$ cat config.mk
export PLATFORM = sky130hd
export DESIGN_NAME = tribit_scrambler
export DESIGN_NICKNAME = d
export VERILOG_FILES = /design/src/rtl/tribit_scr_pkg.sv /design/src/rtl/tribit_lfsr_adv.sv /design/src/rtl/tribit_sym_ctr.sv /design/src/rtl/tribit_mod8_add.sv /design/src/rtl/tribit_scrambler.sv
export SDC_FILE = /design/constraint.sdc
export NUM_CORES = 1
export LEC_CHECK = 0
export ABC_AREA = 0
export BUFFER_PORTS_ARGS = -buffer_cell sky130_fd_sc_hd__buf_2
export CAP_MARGIN = 10
export CORE_MARGIN = 2
export CORE_UTILIZATION = 50
export CTS_CLUSTER_DIAMETER = 150
export DETAILED_ROUTE_END_ITERATION = 8
export GPL_TIMING_DRIVEN = 0
export PLACE_DENSITY_LB_ADDON = 0.12
export SYNTH_ARGS = -nofsm -noshare
export SYNTH_HDL_FRONTEND = slang
export SYNTH_SLANG_ARGS = --single-unit
$ cat constraint.sdc
create_clock -name clk_i -period 2.2 [get_ports clk_i]
set_input_delay 0.11 -clock clk_i [delete_from_list [all_inputs] [get_ports clk_i]]
set_output_delay 0.11 -clock clk_i [all_outputs]
set_load 0.01 [all_outputs]
$ cat src/rtl/tribit_scr_pkg.sv
package tribit_scr_pkg;
  localparam int unsigned LFSR_W = 12;
  localparam int unsigned SYM_W  = 3;
  // bits that also take the feedback bit (besides bit 0)
  localparam logic [LFSR_W-1:0] TAP_MASK = 12'h052;
  localparam logic [LFSR_W-1:0] SEED     = 12'hBAD;

  typedef logic [LFSR_W-1:0] lfsr_t;
  typedef logic [SYM_W-1:0]  sym_t;

  function automatic lfsr_t lfsr_step(input lfsr_t s);
    logic fb;
    fb = s[LFSR_W-1];
    return {s[LFSR_W-2:0], fb} ^ ({LFSR_W{fb}} & TAP_MASK);
  endfunction
endpackage

$ cat src/rtl/tribit_lfsr_adv.sv
module tribit_lfsr_adv
  import tribit_scr_pkg::*;
#(
  parameter int unsigned STEPS = 8
) (
  input  lfsr_t state_i,
  output lfsr_t state_o
);
  lfsr_t chain [STEPS+1];

  assign chain[0] = state_i;

  for (genvar g = 0; g < STEPS; g++) begin : g_step
    assign chain[g+1] = lfsr_step(chain[g]);
  end

  assign state_o = chain[STEPS];
endmodule

$ cat src/rtl/tribit_sym_ctr.sv
module tribit_sym_ctr #(
  parameter int unsigned PERIOD = 160,
  localparam int unsigned CNT_W = (PERIOD > 2) ? $clog2(PERIOD) : 1
) (
  input  logic             clk_i,
  input  logic             rst_ni,
  input  logic             clr_i,
  input  logic             adv_i,
  output logic             last_o,
  output logic [CNT_W-1:0] cnt_o
);
  logic [CNT_W-1:0] cnt_q;

  assign last_o = (cnt_q == CNT_W'(PERIOD - 1));
  assign cnt_o  = cnt_q;

  always_ff @(posedge clk_i or negedge rst_ni) begin
    if (!rst_ni) begin
      cnt_q <= '0;
    end else if (clr_i) begin
      cnt_q <= '0;
    end else if (adv_i) begin
      cnt_q <= last_o ? '0 : cnt_q + 1'b1;
    end
  end
endmodule

$ cat src/rtl/tribit_mod8_add.sv
module tribit_mod8_add
  import tribit_scr_pkg::*;
(
  input  sym_t data_i,
  input  sym_t key_i,
  input  logic zero_i,
  output sym_t sum_o
);
  sym_t data_eff;

  assign data_eff = zero_i ? '0 : data_i;
  // width-limited add wraps modulo 8
  assign sum_o    = data_eff + key_i;
endmodule

$ cat src/rtl/tribit_scrambler.sv
module tribit_scrambler
  import tribit_scr_pkg::*;
#(
  parameter int unsigned STEPS_PER_SYM = 8,
  parameter int unsigned SYMS_PER_SEED = 160,
  localparam int unsigned CNT_W = (SYMS_PER_SEED > 2) ? $clog2(SYMS_PER_SEED) : 1
) (
  input  logic       clk_i,
  input  logic       rst_ni,
  input  logic       restart_i,
  input  logic       probe_i,
  input  logic       sym_valid_i,
  input  logic [2:0] sym_i,
  output logic       sym_ready_o,
  output logic       sym_valid_o,
  output logic [2:0] sym_o,
  input  logic       dst_ready_i
);
  lfsr_t            state_q;
  lfsr_t            state_adv;
  sym_t             sum;
  logic             xfer;
  logic             last;
  logic [CNT_W-1:0] cnt_q;
  logic             out_vld_q;
  sym_t             out_sym_q;

  assign sym_ready_o = !restart_i && (!out_vld_q || dst_ready_i);
  assign xfer        = sym_valid_i && sym_ready_o;

  tribit_lfsr_adv #(.STEPS(STEPS_PER_SYM)) u_adv (
    .state_i (state_q),
    .state_o (state_adv)
  );

  tribit_sym_ctr #(.PERIOD(SYMS_PER_SEED)) u_ctr (
    .clk_i  (clk_i),
    .rst_ni (rst_ni),
    .clr_i  (restart_i),
    .adv_i  (xfer),
    .last_o (last),
    .cnt_o  (cnt_q)
  );

  tribit_mod8_add u_add (
    .data_i (sym_i),
    .key_i  (state_adv[SYM_W-1:0]),
    .zero_i (probe_i),
    .sum_o  (sum)
  );

  always_ff @(posedge clk_i or negedge rst_ni) begin
    if (!rst_ni) begin
      state_q <= SEED;
    end else if (restart_i) begin
      state_q <= SEED;
    end else if (xfer) begin
      state_q <= last ? SEED : state_adv;
    end
  end

  always_ff @(posedge clk_i or negedge rst_ni) begin
    if (!rst_ni) begin
      out_vld_q <= 1'b0;
      out_sym_q <= '0;
    end else if (restart_i) begin
      out_vld_q <= 1'b0;
    end else if (xfer) begin
      out_vld_q <= 1'b1;
      out_sym_q <= sum;
    end else if (dst_ready_i) begin
      out_vld_q <= 1'b0;
    end
  end

  assign sym_valid_o = out_vld_q;
  assign sym_o       = out_sym_q;
endmodule

After elaboration in Yosys (flattened, before gate mapping)
Index checks and enable logic that the tools add are counted.
{"block": "word_totals", "in_bits": 9, "word_cells": 34, "reg_bits": 24}
{"block": "classes", "muxes": 10, "n_bitwise": 9, "add_sub_neg": 2, "reduce_logical": 8, "n_eq_ne": 1}
{"op": "12-bit by 7-bit XOR with 12-bit output", "count": 8}
{"op": "12-bit 2-to-1 mux", "count": 3}
{"op": "8-bit 2-to-1 mux", "count": 3}
{"op": "8-bit by 1-bit adder with 8-bit output, second input constant", "count": 1}
{"op": "8-bit == test, second input constant", "count": 1}
{"op": "3-bit adder", "count": 1}
{"op": "1-bit 2-to-1 mux", "count": 3}
{"op": "3-bit 2-to-1 mux", "count": 1}
{"op": "3-bit nonzero test", "count": 1}
{"op": "1-bit logical AND", "count": 2}
{"op": "1-bit logical NOT", "count": 2}
{"op": "2-bit AND reduction", "count": 1}
{"op": "2-bit nonzero test", "count": 1}
{"op": "1-bit logical OR", "count": 1}
{"op": "1-bit inverter", "count": 1}

Logic depth before layout (Yosys ltp)
Gate-level depths: netlist (run 1).
{"block": "depth", "word_depth": 11, "depth_mapped": 7}

Modules after synthesis
Synthesis (run 1) repeated with hierarchy kept, for this count alone.
{"block": "hier_totals", "hier_cells": 116, "area_unflattened_um2": 1373.8}
{"module": "tribit_scrambler", "instances": 1, "cells_each": 44, "area_each_um2": 643.1}
{"module": "tribit_sym_ctr", "instances": 1, "cells_each": 39, "area_each_um2": 437.9}
{"module": "tribit_lfsr_adv", "instances": 1, "cells_each": 23, "area_each_um2": 212.7}
{"module": "tribit_mod8_add", "instances": 1, "cells_each": 10, "area_each_um2": 80.1}

Least setup slack after synthesis (run 1)
Ideal clock, no wire load.
{"block": "synth_timing", "kind": "reg2reg", "startpoint": "register state_q[10]", "endpoint": "register out_sym_q[2], in the netlist sym_o[2]", "path_slack_ns": 0.236, "setup_time_ns": 0.069, "t_required_ns": 2.131, "path_buffers": 1, "stages_incl_launch_ff": 8, "arrival_ns": 1.895, "cell_sequence": "dfrtp_1 -> clkbuf_1 -> xor2_1 -> xnor2_1 -> fa_1 -> xnor2_1 -> or3_1 -> nand3_1"}
{"block": "synth_via", "elab_chain_len": 9}
{"item": "start, declared", "line_no": "tribit_scrambler.sv:19", "text": "lfsr_t state_q;"}
{"item": "start signal, assigned", "line_no": "tribit_scrambler.sv:58", "text": "state_q <= last ? SEED : state_adv;"}
{"item": "12-bit by 7-bit XOR with 12-bit output (8 in series)", "line_no": "tribit_scr_pkg.sv:14", "text": "return {s[LFSR_W-2:0], fb} ^ ({LFSR_W{fb}} & TAP_MASK);"}
{"item": "3-bit adder", "line_no": "tribit_mod8_add.sv:13", "text": "assign sum_o = data_eff + key_i;"}
{"item": "end signal, assigned", "line_no": "tribit_scrambler.sv:70", "text": "out_sym_q <= sum;"}
{"item": "end, declared", "line_no": "tribit_scrambler.sv:26", "text": "sym_t out_sym_q;"}
No other way between the ends.
A chain may end at the register's enable or synchronous reset.

Final worst setup path (run 1)
{"block": "layout_timing", "startpoint": "register state_q[11]", "endpoint": "register out_sym_q[2], in the netlist sym_o[2]"}
Same word-level chain as after synthesis.

==> results of run 1 <==
[layout make-up]
class | count | share of cell area
Multi-Input combinational cell | 109 | 0.470
Inverter | 3 | 0.00745
Tap cell | 30 | 0.0248
Sequential cell | 24 | 0.404
Buffer | 8 | 0.0232
Timing Repair Buffer | 13 | 0.0464
Clock buffer | 4 | 0.0240
[synthesized netlist by cell type (2+ instances only)]
cell and count:
sky130_fd_sc_hd__nor2b_1 3, sky130_fd_sc_hd__nand3_1 10, sky130_fd_sc_hd__or3_1 6, sky130_fd_sc_hd__a31oi_1 8, sky130_fd_sc_hd__clkbuf_1 7, sky130_fd_sc_hd__nor2_1 10, sky130_fd_sc_hd__a21oi_1 3, sky130_fd_sc_hd__dfstp_2 8
sky130_fd_sc_hd__nand2_1 13, sky130_fd_sc_hd__nand4_1 2, sky130_fd_sc_hd__a21o_1 3, sky130_fd_sc_hd__inv_1 2, sky130_fd_sc_hd__xor2_1 8, sky130_fd_sc_hd__o21ai_0 8, sky130_fd_sc_hd__nor3_1 2, sky130_fd_sc_hd__xnor2_1 13
sky130_fd_sc_hd__nand2b_1 3, sky130_fd_sc_hd__dfrtp_1 16, sky130_fd_sc_hd__nand3b_1 3
[worst min-delay path, cell delays in order]
cell and delay, ps:
sky130_fd_sc_hd__buf_4 140, sky130_fd_sc_hd__inv_2 60, sky130_fd_sc_hd__a21oi_1 50
[cells in the final DEF (no fill, tap or decap), types with 2 or more instances in the layout]
master,instances
sky130_fd_sc_hd__a21o_1,3
sky130_fd_sc_hd__a21oi_1,3
sky130_fd_sc_hd__a31oi_1,8
sky130_fd_sc_hd__buf_2,13
sky130_fd_sc_hd__clkbuf_1,6
sky130_fd_sc_hd__clkbuf_4,3
sky130_fd_sc_hd__dfrtp_1,16
sky130_fd_sc_hd__dfstp_2,8
sky130_fd_sc_hd__inv_1,2
sky130_fd_sc_hd__nand2_1,13
sky130_fd_sc_hd__nand2b_1,3
sky130_fd_sc_hd__nand3_1,10
sky130_fd_sc_hd__nand3b_1,3
sky130_fd_sc_hd__nand4_1,2
sky130_fd_sc_hd__nor2_1,10
sky130_fd_sc_hd__nor2b_1,3
sky130_fd_sc_hd__nor3_1,2
sky130_fd_sc_hd__o21ai_0,8
sky130_fd_sc_hd__or3_1,6
sky130_fd_sc_hd__xnor2_1,13
sky130_fd_sc_hd__xor2_1,6
sky130_fd_sc_hd__xor2_2,2
[stage by stage]
stage | cell area (um^2) | instances | TNS [ps] | hold slack (ps)
floorplan | 1360 | 145 | 0 | -186
global placement | 1450 | 187 | 0 | 123
detailed placement | 1450 | 187 | -5.01 | 121
CTS | 1510 | 192 | 0 | 63.0
global route | 1510 | 191 | 0 | 78.1
finish | 1510 | 191 | 0 | 67.1
[what timing repair did]
item / in CTS / in global routing
endpoints found under the hold margin: 16 / 0
hold buffers: 1 / 0
gates resized for setup: 1 / 1
setup endpoints to repair: 1 / 1
[worst min path at each step]
stage	end	cells past startpoint	start
3_3_place_gp	u_ctr.cnt_o[5]$_DFFE_PN0P_	1	rst_ni
4_1_cts	sym_valid_o$_DFFE_PN0P_	3	sym_valid_i
2_1_floorplan	state_q[10]$_DFFE_PN0P_	0	rst_ni
6_report	sym_valid_o$_DFFE_PN0P_	3	sym_valid_i
5_1_grt	sym_valid_o$_DFFE_PN0P_	3	sym_valid_i
3_5_place_dp	state_q[4]$_DFFE_PN0P_	1	rst_ni
[state kept, by name, indices dropped and copies added, names as in the netlist]
register	flops
sym_valid_o	1
state_q	12
u_ctr.cnt_o	8
sym_o	3
[routing by layer]
metal  up-vias  wire (um)  part of all wire
li1        536          -                 -
met1       528       1330              0.48
met2        38       1250              0.46
met3         3        126             0.046
met4         0         29             0.011
met5         -          0                 0
[cell families (layout without fill, tap and decap cells)]
kind of cell | count (synthesis) | after routing
XOR/XNOR | 21 | 21
AO/OA/AOI/OAI | 30 | 30
flip-flops | 24 | 24
AND/OR/NAND/NOR | 56 | 56
buffers and inverters | 12 | 28
adder cells (fa/ha/maj) | 2 | 2
[power by group]
part / total [mW] / internal, mW / switching, mW
Sequential: 0.760 / 0.612 / 0.148
Combinational: 0.731 / 0.365 / 0.366
Clock: 0.240 / 0.101 / 0.139
==> run summary, run 1 <==
Mux contribution to synthesized area: 0. In this run, the number of DRC markers left after iteration 0 of detailed routing was 35. The post-synthesis simple-gate area fraction is 0.214. The sequential fraction of the synthesis area is 0.450, and the leftover overflow at the end of global routing is 0.

The register bit total from synthesis came out at 24. After filler insertion, the fill cell instance count of the layout stands at 232. The via count of the first global-routing pass is 1036, and the max-slew violation count is 0.

Setup repair after global routing left no endpoint under its margin. Counting flops with a built-in enable in the synthesized netlist gives 0. The most used flip-flop cell after synthesis is sky130_fd_sc_hd__dfrtp_1. For the post-place setup slack, the log shows -5.01 ps. For the pin with the worst max-slew slack, the measured transition is 588 ps. In this run the worst setup path terminates at sym_o[2]$_DFFE_PN0P_. The count of antenna-violating nets left after detailed routing came out at 0. The share of post-route cells with drive strength above 1 was 0.186; the total power draw was 1.73 mW. The tools report the number of antenna violations at the first check in global routing as 0. Final core utilization: 0.599. The logs give 489 MHz for the maximum frequency from static timing analysis and 0 for the final setup violation count.

The critical path runs through a total of 6 cells. In the final design database the tool counted 173 nets. Synthesis handed over a netlist of 145 instances. The worst setup margin was 153 ps. For the global placement routability congestion, the log shows 0.852. The die boundary width was 56.1 um.

Using the TritonRoute via totals, the vias-per-cell ratio works out to 5.79. Synthesis produced a netlist with a net count of 156. The flow ran to the end, and the final reports show no timing, DRC or antenna violations. For this run, the detailed router's first-pass iteration total came to 4. The tools report the wire length of the first global-routing pass as 4.61 mm. The critical path is of the flop to flop type.

The tools report the number of CTS-inserted buffers as 3. Combinational family with the most area after synthesis: simple AND/OR/NAND/NOR gates. Initial standard-cell utilization of the core: 0.538. The root buffer cell chosen for the clock tree is sky130_fd_sc_hd__clkbuf_4. The number of distinct library cell variants in the gate-level netlist after synthesis was 36; the total number of vias was 1105. Counting stages on the worst path, the most repeated cell is sky130_fd_sc_hd__xnor2_1. The global routing stage identified its most utilized layer as met2. Critical register-to-register path startpoint: state_q[11]$_DFFE_PN1P_.

The slowest cell on the critical path was sky130_fd_sc_hd__dfstp_2. Input and output buffers added on the ports amount to 12. The H-tree depth was 1. Fraction of the mapped netlist area in compound gates: 0.139. After detailed routing, the average wire length per cell comes to 14.3 um. The total power density per cell area is 1140 nW/um^2. The part of the cycle the worst path needs was 0.930; the sequential cell area was 611 um^2. The tools report the met1 layer usage reported by global route as 0.259.

The largest stage delay on the critical path was 630 ps; the maximum number of pins on one net before global-route repair was 25. Top-area cell type share of the netlist area: 0.295. TritonCTS built the clock tree.

Total clock sinks: 24. The xor/xnor share of the synthesized area is 0.136, and the die outline area is 3140 um^2. Summed over all nets, the half-perimeter wirelength after detailed placement is 1.93 mm. STA puts the critical path data required time at 2470 ps. For the area of the mapped netlist, the log shows 1360 um^2. The routed design could run at a clock period as short as 2050 ps.

The number of cells on the worst reg-to-reg path is 6. The layout-stage area growth over the synthesis result was 11.4%; the routing usage on met2 was 0.289. The critical register-to-register path endpoint is sym_o[2]$_DFFE_PN0P_. The logs give 0.618 nW for the leakage dissipation and 711 um^2 for the multi-input logic area.

The tools report the post-route DRC violation count as 0. STA classifies the critical path endpoint as a flop. The tool flagged a number of max-cap violations equal to 0. The worst-case IR drop observed on VDD is 0.805 mV. The repair_antennas step left the layout with diodes totalling 0.

The cell taking the most area after synthesis was sky130_fd_sc_hd__dfrtp_1. Among cell families on the critical path, the largest total delay comes from flip-flops. The clock slew seen by the registers of the worst setup and hold paths was 130 ps; the share of synthesized flip-flops with an asynchronous set or reset was 1.00. Worst reg-to-reg setup slack: 150 ps. The tools report the clock latency at the later pin of the worst-skew pair as 320 ps. By area the synthesized netlist is led by sky130_fd_sc_hd__dfrtp_1 (30%), sky130_fd_sc_hd__dfstp_2 (15%), sky130_fd_sc_hd__xnor2_1 (8.4%).

The run gives 14 as the number of top-level design ports. Data on the critical path arrives at its endpoint at 2320 ps. For this run, the number of Yosys warnings is 0. Across the routed clock network, the largest skew measured is 2.68 ps.

The met3 routing resource usage after global routing came out at 0.0209. For the total core area, the log shows 2520 um^2. The post-synthesis share of cell area spent on full adders, half adders and majority gates was 0.0240; the post-CTS repair timing setup buffer count was 0. STA classifies the critical path startpoint as a flop. The mean instance size in the synthesized netlist came out at 9.35 um^2.

The floorplan has 18 rows. The critical path starts at state_q[11]$_DFFE_PN1P_. The path class of the tightest hold or removal check is input pin to flop. Along the worst path, the maximum fanout reaches 5. The combined buffer and inverter count along the critical path is 0.

The run gives 0.184 as the global routing usage summed across all routing layers. Summed over all layers, the routed wires come to 2.74 mm. The signal on the critical path passes through xor2_2, xnor2_1, fa_1, xnor2_1, or3_1, nand3_1. The logs give 2 for the largest buffer count on any clock path and 0.608 for the tightest slew margin relative to the limit.

In this run the vertical extent of the chip is 56.1 um. The number of hold violations in the final report is 0.
Note: power is estimated with default switching activity, not from simulation.
==> inputs of run 2 (changes only) <==
--- a/config.mk
+++ b/config.mk
@@ -8,6 +8,7 @@
 export ABC_AREA = 0
 export BUFFER_PORTS_ARGS = -buffer_cell sky130_fd_sc_hd__buf_2
 export CAP_MARGIN = 10
+export CORE_ASPECT_RATIO = 2
 export CORE_MARGIN = 2
 export CORE_UTILIZATION = 50
 export CTS_CLUSTER_DIAMETER = 150
==> run summary, run 2 (synthesis gave the netlist of run 1 again) <==
The total clock sinks was 24. The count of maximum capacitance violations is 0. The number of top-level design ports is 14, and the wire length of the first global-routing pass is 4.91 mm. Start-to-end type of the worst setup path: flop to flop. After legalization and detailed placement, the total HPWL measured 2.34 mm. The congestion estimate from routability-driven global placement came to 0.841. Critical register-to-register path endpoint: sym_o[2]$_DFFE_PN0P_. The run finished with clean final reports.

For this block, the initial DRC count from the detailed router was 24. The part of the cycle the worst path needs was 0.923; the number of CTS-inserted buffers was 3. Register with the most flip-flops: state_q. On the critical path, the stage with the largest delay is an instance of sky130_fd_sc_hd__dfrtp_1. Cell type with the highest occurrence count on the critical path: sky130_fd_sc_hd__xnor2_1. The number of antenna violations at the first check in global routing is 0, and the total core area is 2570 um^2.

The final-layout worst hold slack is 142 ps, and the via count normalized by instance count is 5.86. Setup repair after global routing left no endpoint under its margin. The repair_antennas step left the layout with diodes totalling 0. Max-slew violation count: 0. The H-tree depth was 1; the leakage dissipation was 0.626 nW.

The floorplan has 26 rows. Before CTS, the worst setup slack after placement is -61.0 ps. The tools report the endpoint of the worst hold-timing path as sym_valid_o$_DFFE_PN0P_.

The global routing usage summed across all routing layers came out at 0.226. The clock slew seen by the registers of the worst setup and hold paths works out to 80 ps. The total power draw is 1.82 mW, and the share of post-route cells with drive strength above 1 is 0.186. The tree is rooted in a sky130_fd_sc_hd__clkbuf_8.

The library cells used most frequently in the layout, excluding fill and tap cells, are sky130_fd_sc_hd__dfrtp_1 (16), sky130_fd_sc_hd__xnor2_1 (13), sky130_fd_sc_hd__nand2_1 (13), sky130_fd_sc_hd__buf_2 (13). The initial standard-cell utilization of the core came out at 0.528. The kind of end point of the critical path is a flop. Average routed wire per standard cell: 16.1 um.

The run gives 170 ps as the worst reg-to-reg setup slack. Leaving out fill and tap cells, the most frequent cell in the layout is sky130_fd_sc_hd__dfrtp_1. The maximum frequency from static timing analysis was 493 MHz. The logs give 5.85 ps for the worst clock skew and 170 ps for the worst setup margin.

The worst path needs 2030 ps of the cycle, external delays included. The largest buffer count on any clock path came out at 2. The transition at the pin with the smallest max-transition slack was 651 ps.

TritonCTS built the clock tree. In this run the worst path has a maximum fanout of 4. Summed over all layers, the routed wires come to 3.05 mm. Via count of the first global-routing pass: 1095. The logs give 0 for the leftover overflow at the end of global routing and 173 for the total number of nets in the final design. The required time of the critical path came out at 2410 ps.

Worst hold path stage count: 3. The total power density per cell area was 1190 nW/um^2; the count of antenna-violating nets left after detailed routing was 0. STA classifies the critical path startpoint as a flop. The later pin in the worst-skew pair is clocked with a latency of 270 ps. Depth of the worst register-to-register path: 6.

The first detailed-routing pass ran for 4 iterations. Entering global routing, the biggest net connects 25 pins. Startpoint of the tightest hold check path: sym_valid_i. The die is 77.7 um tall. In this run the horizontal extent of the chip is 40.8 um. On the worst path, the slowest cell contributes a delay of 480 ps. The tightest slew margin relative to the limit is 0.566, and the die outline area is 3170 um^2.

In the routed design, unresolved DRC markers number 0. Walking the worst path, the cells encountered are xor2_2, xnor2_1, fa_1, xnor2_1, or3_1, nand3_1. The maximum ir drop on the vdd rail was 0.655 mV; the number of fill cells in the layout was 222. The layout-stage area growth over the synthesis result was 12.6%. The flip-flop count of the largest register, all copies and words added was 12; the total number of vias was 1107.

Number of buffers inserted by port buffering: 12. Post-CTS timing repair inserted 0 buffers for setup. The number of hold violations in the final report came out at 0. The run gives 0 as the final setup violation count.

The tools report the critical register-to-register path startpoint as state_q[4]$_DFFE_PN0P_. Total negative slack: 0 ps. Data arrives at the worst endpoint at 2240 ps.

In this run the worst hold path is classified as input pin to flop.
## run 2: layer usage
| metal | track usage | up-vias | share of wire |
|---|---|---|---|
| met3 | 0.0171 | 7 | 0.015 |
| met4 | 0.100 | 0 | 0.031 |
| met1 | 0.252 | 548 | 0.37 |
| met5 | 0 | - | 0 |
| met2 | 0.392 | 20 | 0.58 |
| li1 | - | 532 | - |
## run 2: worst max-delay path by stage
stage / from / endpoint / slack (ps) / cells after the start
floorplan: state_q[10]$_DFFE_PN0P_ / sym_o[2]$_DFFE_PN0P_ / 240 / 7
global placement: state_q[10]$_DFFE_PN0P_ / sym_o[2]$_DFFE_PN0P_ / 1 / 7
finish: state_q[4]$_DFFE_PN0P_ / sym_o[2]$_DFFE_PN0P_ / 170 / 6
global route: sym_valid_o$_DFFE_PN0P_ / state_q[5]$_DFFE_PN1P_ / 50 / 6
detailed placement: state_q[10]$_DFFE_PN0P_ / sym_o[2]$_DFFE_PN0P_ / -60 / 7
CTS: state_q[10]$_DFFE_PN0P_ / sym_o[2]$_DFFE_PN0P_ / 30 / 7
## run 2: layout make-up
class / instances / area, um^2 / area share
multi-input combinational: 109 / 711 / 0.465
sequential: 24 / 611 / 0.400
timing repair buffer: 13 / 70.1 / 0.0459
clock buffer: 4 / 55.1 / 0.0360
buffer: 8 / 35.0 / 0.0229
tap: 28 / 35.0 / 0.0229
inverter: 3 / 11.3 / 0.00737
## run 2: through the flow
step | area, um^2 | utilization | std cells
after floorplan | 1360 | - | 145
after global placement | 1450 | 0.565 | 185
after detailed placement | 1450 | 0.565 | 185
after CTS | 1520 | 0.593 | 190
after global routing | 1530 | 0.594 | 189
final | 1530 | 0.594 | 189
## run 2: what timing repair did
item,in CTS,in global routing
endpoints found under the setup margin,1,1
endpoints found under the hold margin,16,0
resized for setup,1,1
hold buffers,1,0
## run 2: report_power, final
part | internal (mW) | switching (mW) | total, mW | leakage, nW
Combinational | 0.368 | 0.378 | 0.745 | 0.300
Sequential | 0.613 | 0.156 | 0.769 | 0.297
Clock | 0.160 | 0.141 | 0.301 | 0.0288
Total | 1.14 | 0.675 | 1.82 | 0.626
## run 2: worst max-delay path, delay by kind of cell (launching register included)
| kind | cells | cell delay [ps] |
|---|---|---|
| xor gates and xnor gates | 3 | 640 |
| DFF | 1 | 480 |
| adders and majority gates | 1 | 460 |
| and+or+nand+nor | 2 | 390 |
